===== src/rtl/ctx_pkg.sv =====
package ctx_pkg;
  typedef enum logic { OP_ENTER = 1'b0, OP_EXIT = 1'b1 } ctx_op_e;
  typedef enum logic { ST_IDLE = 1'b0, ST_XFER = 1'b1 } ctx_st_e;
  localparam int unsigned CTX_NXFER = 3;
  localparam int unsigned CTX_IW    = $clog2(CTX_NXFER);
endpackage


===== src/rtl/ctx_ctrl.sv =====
module ctx_ctrl
  import ctx_pkg::*;
(
  input  logic              clk,
  input  logic              rst_n,
  input  logic              start,
  input  ctx_op_e           op_sel,
  input  logic              mirq_clr,
  input  logic              mem_ready,
  output logic              mem_valid,
  output logic              fire,
  output logic              last,
  output logic              load,
  output logic              mirq_load,
  output ctx_op_e           op_q,
  output logic [CTX_IW-1:0] idx,
  output logic              done
);
  ctx_st_e state;

  assign load      = (state == ST_IDLE) && start;
  assign mirq_load = (state == ST_IDLE) && !start && mirq_clr;
  assign mem_valid = (state == ST_XFER);
  assign fire      = mem_valid && mem_ready;
  assign last      = fire && (idx == CTX_IW'(CTX_NXFER - 1));

  always_ff @(posedge clk or negedge rst_n) begin
    if (!rst_n) begin
      state <= ST_IDLE;
      op_q  <= OP_ENTER;
      idx   <= '0;
      done  <= 1'b0;
    end else begin
      done <= last || mirq_load;
      if (load) begin
        state <= ST_XFER;
        op_q  <= op_sel;
        idx   <= '0;
      end else if (last) begin
        state <= ST_IDLE;
      end else if (fire) begin
        idx <= idx + CTX_IW'(1);
      end
    end
  end

  AST_DONE_PULSE: assert property (@(posedge clk) disable iff (!rst_n)
    done |=> !done);
  AST_VALID_HOLD: assert property (@(posedge clk) disable iff (!rst_n)
    (mem_valid && !mem_ready) |=> mem_valid);
  AST_BUSY_IGNORE: assert property (@(posedge clk) disable iff (!rst_n)
    (mem_valid && !last) |=> (mem_valid && $stable(op_q)));
endmodule


===== src/rtl/ctx_regs.sv =====
module ctx_regs
  import ctx_pkg::*;
#(
  parameter int unsigned DW = 8
) (
  input  logic              clk,
  input  logic              rst_n,
  input  logic              load,
  input  logic              mirq_load,
  input  logic              fire,
  input  logic              last,
  input  ctx_op_e           op_sel,
  input  ctx_op_e           op_q,
  input  logic [CTX_IW-1:0] idx,
  input  logic [DW-1:0]     rdata,
  input  logic [DW-1:0]     a_in,
  input  logic [DW-1:0]     x_in,
  input  logic [DW-1:0]     y_in,
  input  logic [DW-1:0]     d_in,
  input  logic [DW-1:0]     s_in,
  output logic [DW-1:0]     a_q,
  output logic [DW-1:0]     x_q,
  output logic [DW-1:0]     y_q,
  output logic [DW-1:0]     d_q,
  output logic [DW-1:0]     s_q
);
  localparam logic [DW-1:0] ONE = DW'(1);

  always_ff @(posedge clk or negedge rst_n) begin
    if (!rst_n) begin
      a_q <= '0; x_q <= '0; y_q <= '0; d_q <= '0; s_q <= '0;
    end else if (load) begin
      a_q <= a_in;
      x_q <= x_in;
      y_q <= y_in;
      if (op_sel == OP_EXIT) begin
        d_q <= x_in;
        s_q <= s_in + ONE;
      end else begin
        d_q <= d_in;
        s_q <= s_in;
      end
    end else if (mirq_load) begin
      a_q <= a_in;
      x_q <= x_in;
      y_q <= y_in;
      s_q <= s_in;
      d_q <= '0;
    end else if (fire) begin
      if (op_q == OP_ENTER) begin
        s_q <= s_q - ONE;
        if (last) begin
          x_q <= d_q;
          a_q <= '0;
          y_q <= '0;
          d_q <= '0;
        end
      end else begin
        case (idx)
          CTX_IW'(0): y_q <= rdata;
          CTX_IW'(1): x_q <= rdata;
          default:    a_q <= rdata;
        endcase
        if (!last) s_q <= s_q + ONE;
      end
    end
  end

  AST_PUSH_DEC: assert property (@(posedge clk) disable iff (!rst_n)
    (fire && op_q == OP_ENTER) |=> (s_q == $past(s_q) - ONE));
  AST_ENTER_CLEAR: assert property (@(posedge clk) disable iff (!rst_n)
    (fire && last && op_q == OP_ENTER) |=>
      (a_q == '0 && y_q == '0 && d_q == '0 && x_q == $past(d_q)));
  AST_EXIT_PAGE: assert property (@(posedge clk) disable iff (!rst_n)
    (fire && op_q == OP_EXIT) |=> $stable(d_q));
  AST_MIRQ_ZERO: assert property (@(posedge clk) disable iff (!rst_n)
    mirq_load |=> (d_q == '0));
endmodule


===== src/rtl/ctx_port.sv =====
module ctx_port
  import ctx_pkg::*;
#(
  parameter int unsigned DW = 8
) (
  input  ctx_op_e           op_q,
  input  logic [CTX_IW-1:0] idx,
  input  logic [DW-1:0]     a_q,
  input  logic [DW-1:0]     x_q,
  input  logic [DW-1:0]     y_q,
  input  logic [DW-1:0]     d_q,
  input  logic [DW-1:0]     s_q,
  output logic [2*DW-1:0]   mem_addr,
  output logic [DW-1:0]     mem_wdata,
  output logic              mem_write
);
  assign mem_addr  = {d_q, s_q};
  assign mem_write = (op_q == OP_ENTER);

  always_comb begin
    case (idx)
      CTX_IW'(0): mem_wdata = a_q;
      CTX_IW'(1): mem_wdata = x_q;
      default:    mem_wdata = y_q;
    endcase
  end
endmodule


===== src/rtl/ctx_seq.sv =====
module ctx_seq
  import ctx_pkg::*;
#(
  parameter int unsigned DW = 8
) (
  input  logic            clk,
  input  logic            rst_n,
  input  logic            start,
  input  logic            op_sel,
  input  logic            mirq_clr,
  input  logic [DW-1:0]   a_in,
  input  logic [DW-1:0]   x_in,
  input  logic [DW-1:0]   y_in,
  input  logic [DW-1:0]   d_in,
  input  logic [DW-1:0]   s_in,
  output logic [DW-1:0]   a_out,
  output logic [DW-1:0]   x_out,
  output logic [DW-1:0]   y_out,
  output logic [DW-1:0]   d_out,
  output logic [DW-1:0]   s_out,
  output logic            done,
  output logic            mem_valid,
  input  logic            mem_ready,
  output logic            mem_write,
  output logic [2*DW-1:0] mem_addr,
  output logic [DW-1:0]   mem_wdata,
  input  logic [DW-1:0]   mem_rdata
);
  logic              fire, last, load, mirq_load;
  ctx_op_e           op_q;
  logic [CTX_IW-1:0] idx;

  ctx_ctrl u_ctrl (
    .clk(clk), .rst_n(rst_n), .start(start), .op_sel(ctx_op_e'(op_sel)),
    .mirq_clr(mirq_clr), .mem_ready(mem_ready), .mem_valid(mem_valid),
    .fire(fire), .last(last), .load(load), .mirq_load(mirq_load),
    .op_q(op_q), .idx(idx), .done(done)
  );

  ctx_regs #(.DW(DW)) u_regs (
    .clk(clk), .rst_n(rst_n), .load(load), .mirq_load(mirq_load),
    .fire(fire), .last(last), .op_sel(ctx_op_e'(op_sel)), .op_q(op_q),
    .idx(idx), .rdata(mem_rdata),
    .a_in(a_in), .x_in(x_in), .y_in(y_in), .d_in(d_in), .s_in(s_in),
    .a_q(a_out), .x_q(x_out), .y_q(y_out), .d_q(d_out), .s_q(s_out)
  );

  ctx_port #(.DW(DW)) u_port (
    .op_q(op_q), .idx(idx), .a_q(a_out), .x_q(x_out), .y_q(y_out),
    .d_q(d_out), .s_q(s_out), .mem_addr(mem_addr), .mem_wdata(mem_wdata),
    .mem_write(mem_write)
  );

  AST_REQ_STABLE: assert property (@(posedge clk) disable iff (!rst_n)
    (mem_valid && !mem_ready) |=>
      ($stable(mem_addr) && $stable(mem_wdata) && $stable(mem_write)));
  AST_PAGE_FIXED: assert property (@(posedge clk) disable iff (!rst_n)
    (mem_valid && !done) |=> (!mem_valid || $stable(mem_addr[2*DW-1:DW])));
endmodule


===== config.mk =====
export PLATFORM = sky130hd
export DESIGN_NAME = ctx_seq
export DESIGN_NICKNAME = d
export VERILOG_FILES = /design/src/rtl/ctx_pkg.sv /design/src/rtl/ctx_ctrl.sv /design/src/rtl/ctx_regs.sv /design/src/rtl/ctx_port.sv /design/src/rtl/ctx_seq.sv
export SDC_FILE = /design/constraint.sdc
export NUM_CORES = 1
export LEC_CHECK = 0
export BUFFER_PORTS_ARGS = -buffer_cell sky130_fd_sc_hd__buf_2
export CELL_PAD_IN_SITES_DETAIL_PLACEMENT = 1
export CELL_PAD_IN_SITES_GLOBAL_PLACEMENT = 2
export CORE_MARGIN = 2
export CORE_UTILIZATION = 27
export DETAILED_ROUTE_END_ITERATION = 16
export PLACE_DENSITY = 0.84
export SLEW_MARGIN = 20
export SYNTH_ARGS = -nofsm -noshare
export SYNTH_HDL_FRONTEND = slang
export SYNTH_SLANG_ARGS = --single-unit

===== constraint.sdc =====
create_clock -name clk -period 2.8 [get_ports clk]
set_clock_uncertainty 0.15 [all_clocks]
set_input_delay 0.56 -clock clk [delete_from_list [all_inputs] [get_ports clk]]
set_output_delay 0.56 -clock clk [all_outputs]
set_load 0.01 [all_outputs]

==> results.sh, run 1 <==
export IMPL_maxSlewViolCount=0
export IMPL_die_x_um=108.7
export IMPL_antenna_found_initial=0
export IMPL_synthToLayoutAreaGrowth_pct=23.86
export IMPL_ctsResizeCount=0
export IMPL_synth_compound_area_share_pct=23.01
export IMPL_vias_per_cell=4.812
export IMPL_slowest_stage="dfrtp_1"
export IMPL_hold_buffers=0
export IMPL_cp_common_cell="nand2_1"
export IMPL_maxCapViolCount=0
export IMPL_final_cells=597
export IMPL_cts_tree="yes"
export IMPL_final_cell_mix="buf_2, nand2_1, a21oi_1, dfrtp_1, nor2_1"
export IMPL_rsz0062_at_grt="no"
export IMPL_synth_edf_count=0
export IMPL_cp_max_fo=10
export IMPL_path_clk_slew_ps=80
export IMPL_synth_area_um2=2958
export IMPL_final_area_um2=3664
export IMPL_async_flop_share_pct=100.0
export IMPL_diodes=0
export IMPL_tns_ps=0
export IMPL_synth_cell_types=37
export IMPL_hpwl_mm=7.613
export IMPL_dpl_instance_area_um2=3567
export IMPL_fin_util_pct=34.09
export IMPL_arrival_ps=1750
export IMPL_p_leak_nw=1.831
export IMPL_nets=521
export IMPL_synth_area_mux_share_pct=5.753
export IMPL_dpl_worst_slack_ps=313.9
export IMPL_drive_above_1_share_pct=30.63
export IMPL_n_fill_cell=1357
export IMPL_ir_drop_uv=393.2
export IMPL_worstMarginPinSlew_ps=673.8
export IMPL_wl_per_cell_um=16.30
export IMPL_ys_seq_area_share_pct=38.07
export IMPL_ys_warn_count=0
export IMPL_synth_top_cell_area_share_pct=38.07
export IMPL_drtPass1Iterations=4
export IMPL_slowest_delay_ps=420
export IMPL_synth_area_leaders="dfrtp_1, a21oi_1, nand2_1"
export IMPL_io_buffers=120
export IMPL_r2r_setup_slack_ps=520
export IMPL_dieArea_um2=11810
export IMPL_synth_area_per_cell_um2=8.239
export IMPL_period_needed_ps=2459
export IMPL_cts_buffer_depth=2
export IMPL_drt_total_wl_mm=9.730
export IMPL_grt_first_pass_wirelength_mm=15.35
export IMPL_hold_class="in2async"
export IMPL_setup_ws_ps=340.6
export IMPL_synth_xor_area_share_pct=3.553
export IMPL_drt_iter0_markers=123
export IMPL_grt_pass1_vias=2874
export IMPL_core_um2=10750
export IMPL_rr_endpoint="u_regs.s_q[6]$_DFFE_PN0P_"
export IMPL_hold_viol=0
export IMPL_status="completed"
export IMPL_postRouteAntennaNets=0
export IMPL_cts_max_level=2
export IMPL_max_slew_margin_pct=54.94
export IMPL_yosysTopAreaCell="dfrtp_1"
export IMPL_ys_ff_latch=45
export IMPL_vias=2873
export IMPL_synth_adder_area_share_pct=4.907
export IMPL_initial_core_util_pct=27.53
export IMPL_gr_total_overflow=0
export IMPL_place_congestion=0.8121
export IMPL_syn_num_nets=424
export IMPL_required_ps=2090
export IMPL_path_cells="inv_1 -> ha_1 -> nor2_4 -> nand2_1 -> nand2_1 -> buf_2"
export IMPL_root_buffer="clkbuf_8"
export IMPL_period_share_pct=87.83
export IMPL_endpoint_kind="primary output"
export IMPL_reg2reg_depth=7
export IMPL_critPathKind="reg2out"
export IMPL_die_h_um=108.7
export IMPL_drc=0
export IMPL_final_common_cell="buf_2"
export IMPL_grt_max_degree=46
export IMPL_dpl_cell_count=589
export IMPL_track_usage_pct=16.64
export IMPL_numCtsBuffers=5
export IMPL_pin_count=121
export IMPL_synth_top_family_by_area="compound AO/OA/AOI/OAI gates"
export IMPL_insertion_delay_ps=310
export IMPL_std_cell_rows=38
export IMPL_clock_sinks=45
export IMPL_post_cts_buffers=0
export IMPL_finalSetupViolations=0
export IMPL_max_freq_mhz=406.6
export IMPL_yosys_area_share_simple_pct=16.67
export IMPL_critPathLaunchType="flip-flop"
export IMPL_regToRegStartpoint="u_ctrl.op_q$_DFFE_PN0P_"
export IMPL_synth_main_ff_cell="dfrtp_1"
export IMPL_pwr_density_cell_nw_per_um2=1267
export IMPL_syn_inst=359
## Yosys cell counts, types with 2 or more instances
master / instances
a31oi_1: 3
clkbuf_1: 6
a211oi_1: 3
nand2_1: 58
o21ai_2: 2
dfrtp_1: 45
o21ai_1: 8
xnor2_1: 6
o22ai_1: 5
nand2b_1: 3
o21ai_0: 28
a22oi_1: 8
ha_1: 10
buf_4: 17
a21oi_1: 48
nand3_1: 2
mux2i_1: 17
and2_1: 2
o211ai_1: 3
nor2b_1: 3
xor2_1: 6
and3_1: 9
nand4_1: 3
nor2_1: 31
inv_1: 6
a21o_1: 4
buf_2: 13
## worst max-delay path by stage
| stage | from | end | slack, ps | cells after the start |
|---|---|---|---|---|
| floorplan | u_ctrl.op_q$_DFFE_PN0P_ | u_regs.s_q[7]$_DFFE_PN0P_ | 490 | 9 |
| global placement | u_ctrl.idx[0]$_DFFE_PN0P_ | u_regs.x_q[1]$_DFFE_PN0P_ | 510 | 6 |
| detailed placement | u_ctrl.idx[0]$_DFFE_PN0P_ | u_regs.x_q[1]$_DFFE_PN0P_ | 310 | 6 |
| CTS | u_ctrl.idx[0]$_DFFE_PN0P_ | u_regs.x_q[1]$_DFFE_PN0P_ | 280 | 6 |
| global route | u_ctrl.idx[0]$_DFFE_PN0P_ | mem_wdata[0] | 160 | 6 |
| finish | u_ctrl.idx[0]$_DFFE_PN0P_ | mem_wdata[5] | 340 | 6 |
## worst max-delay path, delay by kind of cell (launching register included)
kind                       cells  cell delay (ps)
buffers and inverters          2              230
adders and majority gates      1              350
and+or+nand+nor                3              450
DFF                            1              420
## state kept, by name, indices dropped and copies added, names as in the netlist
name              flops
u_ctrl.idx            2
u_ctrl.mem_valid      1
u_regs.a_q            8
u_regs.d_q            8
u_regs.s_q            8
u_regs.x_q            8
u_regs.y_q            8
u_ctrl.op_q           1
u_ctrl.done           1
## power breakdown
part	switching (mW)	total, mW	leakage (nW)	internal, mW
logic	1.71	2.93	1.24	1.21
clock network	0.249	0.427	0.0445	0.178
registers	0.322	1.29	0.545	0.968
## routing by layer
metal,up-vias,wire (µm),part of all wire [%],global-route usage [%]
met5,-,0,0,0
met4,0,71,0.73,3.571
met1,1390,4693,48,23.74
met3,5,330,3.4,2.630
met2,49,4635,48,26.61
li1,1429,-,-,-
## cell families after synthesis
group	after synthesis
adders and majority gates	11
DFF	45
buffers and inverters	42
AOI/OAI and AO/OA	118
muxes	17
xor gates and xnor gates	12
and+or+nand+nor	114
## layout make-up
type | instances | area [µm²] | area share, %
clock buffer | 5 | 68.82 | 1.878
clock inverter | 3 | 21.27 | 0.5806
timing repair buffer | 126 | 645.6 | 17.62
tap | 140 | 175.2 | 4.781
multi-input combinational | 272 | 1604 | 43.78
sequential | 45 | 1126 | 30.74
inverter | 6 | 22.52 | 0.6148
## metrics by stage
step,power [mW],hold slack [ps]
2_1_floorplan,3.330,114.4
3_3_place_gp,4.149,347.3
3_5_place_dp,4.239,376.9
4_1_cts,4.697,208.3
5_1_grt,5.124,228.0
6_report,4.643,186.8
Note: power is estimated with default switching activity, not from simulation.
==> inputs of run 2 (changes only) <==
- CELL_PAD_IN_SITES_DETAIL_PLACEMENT: 1 -> 0
- CELL_PAD_IN_SITES_GLOBAL_PLACEMENT: 2 -> 1
- CORE_UTILIZATION: 27 -> 35
==> run 2 against run 1 <==
Die area fell by 22%. Sequential share of layout area up 0.19 points. Combinational power is 2% lower. Routed wire length is 14% lower. Non-clock buffer count unchanged. Sequential power about the same. Cell area shrank 0.61%. Global-route usage grew 1.5 points. Count of clock-buffer cells in the layout up 1. Final cell count fell by 5.9%. Largest cell class unchanged.
==> results.sh, run 2 (synthesis gave the netlist of run 1 again) <==
export IMPL_rsz0062_at_grt="no"
export IMPL_worst_hold_slack_ps=117.8
export IMPL_vias=2786
export IMPL_final_common_cell="buf_2"
export IMPL_die_h_um=95.93
export IMPL_final_cell_mix="buf_2, nand2_1, a21oi_1, dfrtp_1, nor2_1"
export IMPL_p_sw_share_pct=47.29
export IMPL_pwr_density_cell_nw_per_um2=1275
export IMPL_period_needed_ps=2460
export IMPL_critPathLaunchType="flip-flop"
export IMPL_critPathKind="reg2out"
export IMPL_cp_max_fo=10
export IMPL_maxCapViolCount=0
export IMPL_cts_tree="yes"
export IMPL_postRouteAntennaNets=0
export IMPL_use_met3_pct=2.506
export IMPL_critPathTopFamily="simple AND/OR/NAND/NOR gates"
export IMPL_drc=0
export IMPL_initial_core_util_pct=36.00
export IMPL_diodes=0
export IMPL_path_buf_inv=2
export IMPL_dieArea_um2=9203
export IMPL_p_sw_mw=2.195
export IMPL_hpwl_mm=6.616
export IMPL_core_um2=8217
export IMPL_worstMarginPinSlew_ps=655.2
export IMPL_crit_cells=6
export IMPL_cts_buffer_depth=2
export IMPL_final_cells=562
export IMPL_ir_drop_uv=518.9
export IMPL_place_congestion=0.8691
export IMPL_io_buffers=120
export IMPL_std_cell_rows=33
export IMPL_maxSlewViolCount=0
export IMPL_grt_max_degree=27
export IMPL_internal_power_mw=2.447
export IMPL_hold_class="in2async"
export IMPL_synthToLayoutAreaGrowth_pct=23.10
export IMPL_clock_sinks=45
export IMPL_drt_iter0_markers=131
export IMPL_grt_first_pass_wirelength_mm=12.86
export IMPL_pin_count=121
export IMPL_numCtsBuffers=5
export IMPL_pwr_share_clk_pct=10.5
export IMPL_die_x_um=95.93
export IMPL_hold_buffers=0
export IMPL_insertion_delay_ps=290
export IMPL_p_leak_nw=1.842
export IMPL_grtUsageMet2_pct=26.57
export IMPL_max_freq_mhz=406.6
export IMPL_sequentialPowerShare_pct=27.8
export IMPL_vias_per_cell=4.957
export IMPL_arrival_ps=1750
export IMPL_tns_ps=0
export IMPL_cp_common_cell="nand2_1"
export IMPL_root_buffer="clkbuf_8"
export IMPL_grt_pass1_vias=2451
export IMPL_hold_viol=0
export IMPL_path_clk_slew_ps=80
export IMPL_status="completed"
export IMPL_required_ps=2090
export IMPL_power_frac_comb_pct=61.7
export IMPL_dpl_worst_slack_ps=380.8
export IMPL_ctsResizeCount=0
export IMPL_dpl_cell_count=554
export IMPL_endpoint_kind="primary output"
export IMPL_path_cells="inv_1 -> ha_1 -> nor2_4 -> nand2_1 -> nand2_1 -> buf_2"
export IMPL_track_usage_pct=18.16
export IMPL_fin_util_pct=44.31
export IMPL_gr_usage_met1_pct=28.04
export IMPL_finalSetupViolations=0
export IMPL_wl_per_cell_um=14.93
export IMPL_drt_total_wl_mm=8.389
export IMPL_nets=521
export IMPL_antenna_found_initial=0
export IMPL_reg2reg_depth=7
export IMPL_period_share_pct=87.85
export IMPL_cts_max_level=2
export IMPL_drive_above_1_share_pct=30.42
export IMPL_post_cts_buffers=0
export IMPL_gr_total_overflow=0
export IMPL_max_slew_margin_pct=56.18
export IMPL_grt_busiest_layer="met1"
export IMPL_slowest_stage="dfrtp_1"
export IMPL_slowest_delay_ps=410
export IMPL_setup_ws_ps=340.3
export IMPL_drtPass1Iterations=4
[run 2: metrics by stage]
step,power (mW),cell area [µm²]
after floorplan,3.330,2958
after global placement,4.112,3523
after detailed placement,4.159,3523
after CTS,4.662,3635
after global routing,5.103,3641
final,4.642,3641
[run 2: power by group through the flow]
stage | clock (mW) | sequential, mW | combinational, mW
after floorplan | 0 | 1.34 | 1.99
after global placement | 0 | 1.29 | 2.82
after detailed placement | 0 | 1.30 | 2.86
after CTS | 0.499 | 1.29 | 2.87
after global routing | 0.533 | 1.34 | 3.23
final | 0.489 | 1.29 | 2.86
[run 2: final cells by class]
class                   count  area (µm²)
clock buffers               6       72.57
clock inverters             2       38.79
fillers                   856        4576
inverters                   6       22.52
multi-input cells         272        1604
flip-flops and latches     45        1126
well taps                 105       131.4
repair buffers            126       645.6
[run 2: routing by layer]
metal | vias to the layer above | wire length [µm]
li1 | 1433 | -
met1 | 1274 | 4019
met2 | 75 | 3846
met3 | 4 | 460
met4 | 0 | 63
met5 | - | 0
[run 2: final timing paths]
check                                             to                 startpoint  slack (ps)
max in group asynchronous  u_regs.x_q[0]$_DFFE_PN0P_                      rst_n        1800
min reg2reg                u_regs.d_q[1]$_DFFE_PN0P_  u_regs.d_q[1]$_DFFE_PN0P_         380
max                                     mem_wdata[7]  u_ctrl.idx[0]$_DFFE_PN0P_         340
min                        u_regs.s_q[7]$_DFFE_PN0P_                      rst_n         120
min in group clk           u_regs.d_q[1]$_DFFE_PN0P_  u_regs.d_q[1]$_DFFE_PN0P_         380
max reg2reg                u_regs.a_q[3]$_DFFE_PN0P_  u_ctrl.idx[0]$_DFFE_PN0P_         550
